===== src/rtl/alu_ctl_pkg.sv =====
// Package: shared widths and code values for the ALU operation select decoder.
// Assumes the class, function and select widths used by the main decoder.
package alu_ctl_pkg;
    localparam int CLASS_W = 3;
    localparam int FN_W    = 6;
    localparam int SEL_W   = 3;
    localparam int FN_LO_W = 4;  // only the low nibble of the function field is decoded

    localparam logic [CLASS_W-1:0] CLS_ADDR = 3'b000;
    localparam logic [CLASS_W-1:0] CLS_CMP  = 3'b001;
    localparam logic [CLASS_W-1:0] CLS_LOR  = 3'b010;
    localparam logic [CLASS_W-1:0] CLS_REG  = 3'b100;

    localparam logic [SEL_W-1:0] SEL_AND = 3'b000;
    localparam logic [SEL_W-1:0] SEL_OR  = 3'b001;
    localparam logic [SEL_W-1:0] SEL_ADD = 3'b010;
    localparam logic [SEL_W-1:0] SEL_SUB = 3'b110;
    localparam logic [SEL_W-1:0] SEL_SLT = 3'b111;

    // Low-nibble patterns that set select bit 0 for register-register work
    localparam int N_B0_TERMS = 2;
    localparam logic [FN_LO_W-1:0] B0_PAT [N_B0_TERMS] = '{4'b0101, 4'b1010};
endpackage


===== src/rtl/alu_ctl_class.sv =====
// Module: decodes the operation class alone, for all non register-register work.
// Assumes the class value for register-register instructions is handled elsewhere;
// that value and all unused classes give the AND code here.
module alu_ctl_class
    import alu_ctl_pkg::*;
#(
    parameter int CW = CLASS_W,
    parameter int SW = SEL_W
) (
    input  logic [CW-1:0] cls,
    output logic [SW-1:0] sel
);
    // Purpose: map each fixed class to its operation.
    always_comb begin
        unique case (cls)
            CLS_ADDR: sel = SEL_ADD;
            CLS_CMP:  sel = SEL_SUB;
            CLS_LOR:  sel = SEL_OR;
            default:  sel = SEL_AND;
        endcase
    end
endmodule


===== src/rtl/alu_ctl_fn.sv =====
// Module: sum-of-products decode of the function field's low nibble for
// register-register instructions. Assumes the caller drops function bits 5..4.
module alu_ctl_fn
    import alu_ctl_pkg::*;
#(
    parameter int LW = FN_LO_W,
    parameter int SW = SEL_W,
    parameter int NT = N_B0_TERMS
) (
    input  logic [LW-1:0] fn_lo,
    output logic [SW-1:0] sel
);
    logic [NT-1:0] b0_hit;

    // Purpose: one product term per pattern that sets bit 0.
    for (genvar t = 0; t < NT; t++) begin : g_b0
        assign b0_hit[t] = (fn_lo == B0_PAT[t]);
    end

    // Purpose: form the three select bits from their product terms.
    always_comb begin
        sel    = '0;
        sel[2] = ~fn_lo[2] & fn_lo[1] & ~fn_lo[0];
        sel[1] = ~fn_lo[2];
        sel[0] = |b0_hit;
    end
endmodule


===== src/rtl/alu_ctl_dec.sv =====
// Module: top of the ALU operation select decoder. It chooses between the
// class-only decode and the function-field decode. Purely combinational.
// Assumes class 100 marks register-register instructions.
module alu_ctl_dec
    import alu_ctl_pkg::*;
#(
    parameter int CW = CLASS_W,
    parameter int FW = FN_W,
    parameter int SW = SEL_W
) (
    input  logic [CW-1:0] alu_class,
    input  logic [FW-1:0] fn_code,
    output logic [SW-1:0] alu_sel
);
    localparam int LW = FN_LO_W;

    logic [SW-1:0] cls_sel;
    logic [SW-1:0] fn_sel;
    logic          is_reg;
    logic          unused_fn_hi;

    assign unused_fn_hi = ^fn_code[FW-1:LW];

    alu_ctl_class #(.CW(CW), .SW(SW)) u_cls (
        .cls (alu_class),
        .sel (cls_sel)
    );

    alu_ctl_fn #(.LW(LW), .SW(SW), .NT(N_B0_TERMS)) u_fn (
        .fn_lo (fn_code[LW-1:0]),
        .sel   (fn_sel)
    );

    // Purpose: pick the function decode only for register-register work.
    always_comb begin
        is_reg  = (alu_class == CLS_REG);
        alu_sel = is_reg ? fn_sel : cls_sel;
    end
endmodule


===== config.mk =====
export PLATFORM = sky130hd
export DESIGN_NAME = alu_ctl_dec
export DESIGN_NICKNAME = d
export VERILOG_FILES = /design/src/rtl/alu_ctl_pkg.sv /design/src/rtl/alu_ctl_class.sv /design/src/rtl/alu_ctl_fn.sv /design/src/rtl/alu_ctl_dec.sv
export SDC_FILE = /design/constraint.sdc
export NUM_CORES = 1
export LEC_CHECK = 0
export BUFFER_PORTS_ARGS = -buffer_cell sky130_fd_sc_hd__buf_4
export CAP_MARGIN = 20
export CORE_AREA = 2 2 39 41
export DETAILED_ROUTE_END_ITERATION = 10
export DIE_AREA = 0 0 41 43
export GPL_TIMING_DRIVEN = 0
export PLACE_DENSITY = 0.3
export SETUP_SLACK_MARGIN = 0.15
export SLEW_MARGIN = 20
export SYNTH_ARGS = -nofsm -noshare
export SYNTH_HDL_FRONTEND = slang
export SYNTH_SLANG_ARGS = --single-unit
export TNS_END_PERCENT = 5

===== constraint.sdc =====
create_clock -name vclk -period 0.8
set_clock_uncertainty 0.05 [all_clocks]
set_input_delay 0 -clock vclk [all_inputs]
set_output_delay 0 -clock vclk [all_outputs]
set_load 0.1 [all_outputs]

==> flow_summary.ini <==
[global_route]
grt_pass1_vias = 117
track_usage = 0.0380
largest_net_degree_at_the_start_of_global_routing = 5
grt_antenna_before_repair = 0
first_pass_grt_wire_length_um = 503
grt_overflow_total = 0

[place]
numPortBuffers = 10
finalWeightedCongestion = 0.509

[synth]
netlist_top_cells_count = 2 x sky130_fd_sc_hd__and4bb_1, 2 x sky130_fd_sc_hd__nor2_1
post-synth-top-area-cell = sky130_fd_sc_hd__and4bb_1
yosysSeqAreaShare = 0
synth-warning-count = 0
avgSynthCellArea_um2 = 8.76
postSynthNetCount = 20
synth_top_cells_by_area = sky130_fd_sc_hd__and4bb_1 26%, sky130_fd_sc_hd__nor4b_2 16%, sky130_fd_sc_hd__mux2i_1 10%
area_of_the_mapped_netlist_um2 = 96.3
synth_cell_types = 9
yosys.area.top_type_share = 0.260
synthCells = 11

[power]
seqPwrFrac = 0
netSwitchingFraction = 0.544
fin_total_pwr_uw = 183
worst_ir_drop_vdd_uv = 375
p_per_area_mw_per_mm2 = 668
power.combinational.fraction = 1.000
p_leak_nw = 0.107
clkPwrFrac = 0
internal_power_uw = 83.6
switching_power_uw = 99.6

[drt]
routedWlPerCell_um = 8.32
route.final.wire_length_um = 308
drt_first_pass_iters = 3
route.vias.total = 121
drt-initial-drc-count = 2
detail_route.drc_violations = 0
ant_nets = 0
route.detailed.vias_per_inst = 3.27

[finish]
diodes = 0
final_layout_size_suffix_gt1_frac = 0.714
syn2layout_area_growth_pct = 184
fill_cells = 151
nNetsFinal = 32
n_clock_buffer = 0
design.seq.count = 0
register_area_um2 = 0
multi_input_area_um2 = 119

[floorplan]
placement_rows = 14
floorplan.die.width_um = 41
dieArea_mm2 = 0.00176
core_area_mm2 = 0.00138
starting_density_of_the_core = 0.0696
dieHeight_um = 43
floorplan.io_pins = 12

[timing]
finalMaxSlewViolations = 0
sum_of_negative_setup_slack_ns = -0.0918
worst-slew-pin-transition_ns = 0.251
hold_slack_ns = 0.227
grt_setup_unrepaired = true
slew-limit-headroom = 0.828
period_minus_slack_ns = 0.847
finalWorstSetupSlack_ns = -0.0473
finalSetupViolCount = 2
min_period_over_period = 1.06
max_freq_mhz = 1180
finalHoldViolCount = 0

[job]
maxCapViolCount = 0

[setup_path]
critical_path_peak_fanout = 3
timing.critical_path.required_ns = 0.75
worst_setup_path_end_kind = output port
critical_path.cell_chain = buf_6, and4bb_1, o21ai_2, a21oi_4, buf_12
critical_path_buf_inv_count = 2
crit_arrival_ns = 0.80
timing_worst_setup_path_type = in -> out
path_delay_family = buffers and inverters
cpPeakStageDelay_ns = 0.27
worstSetupStartpointType = input port
timing.critical_path.slowest_stage_cell = sky130_fd_sc_hd__and4bb_1

[worst_hold_path]
min_path_type = in -> out

[status]
violations_in_the_final_reports = setup timing
run_status = finished, violations left

[cts]
cts-hold-fix-buffers = 0
post_cts_setup_repair_buffer_count = 0
what timing repair did:
action                                  CTS  global route
gates resized for setup                  13             2
pin swaps                                 2             6
endpoints found under the setup margin    3             3
layout by cell type (no fill, tap or decap):
cell                       n
sky130_fd_sc_hd__nor2_4    2
sky130_fd_sc_hd__buf_12    3
sky130_fd_sc_hd__buf_6     2
sky130_fd_sc_hd__mux2i_1   1
sky130_fd_sc_hd__o21a_1    1
sky130_fd_sc_hd__and2b_1   1
sky130_fd_sc_hd__nand2b_1  1
sky130_fd_sc_hd__nor4b_2   1
sky130_fd_sc_hd__and4bb_1  2
sky130_fd_sc_hd__o21ai_2   1
sky130_fd_sc_hd__a21oi_4   1
sky130_fd_sc_hd__buf_4     3
sky130_fd_sc_hd__buf_8     2
through the flow:
step / instance area, um2 / util / worst slack [ns] / cells
final: 274 / 0.198 / -0.0473 / 37
after global routing: 274 / 0.198 / -0.0881 / 37
after CTS: 267 / 0.193 / -0.0581 / 37
after detailed placement: 214 / 0.155 / -0.159 / 37
after global placement: 214 / 0.155 / -0.162 / 37
after floorplan: 119 / - / -0.149 / 11
final timing paths:
path / depth (start not counted) / from / end
worst max-delay path: 5 / fn_code[0] / alu_sel[0]
worst min-delay path: 3 / alu_class[0] / alu_sel[0]
power by group through the flow:
stage,logic (mW),registers [mW],clock network [mW]
2_1_floorplan,0.0932,0,0
3_3_place_gp,0.149,0,0
3_5_place_dp,0.149,0,0
4_1_cts,0.181,0,0
5_1_grt,0.193,0,0
6_report,0.183,0,0
layout make-up:
class,instances,area share
Timing Repair Buffer,10,0.493
Multi-Input combinational cell,11,0.434
Tap cell,16,0.0731
worst min-delay path: cells and delay by family:
kind | cells | cell delay (ns)
buffers and inverters | 2 | 0.24
AOI/OAI and AO/OA | 1 | 0.03
cells by family after synthesis:
logic type and synth area share:
AND/OR/NAND/NOR 0.636, multiplexers 0.104, AO/OA/AOI/OAI 0.260
metal layers:
layer | vias up | GRT usage | wire, um
met1 | 48 | 0.0728 | 155
met5 | - | 0 | 0
li1 | 63 | - | -
met4 | 0 | 0 | 0
met2 | 10 | 0.0438 | 79
met3 | 0 | 0.00524 | 73
No activity file was read; power rests on OpenSTA's default activity.
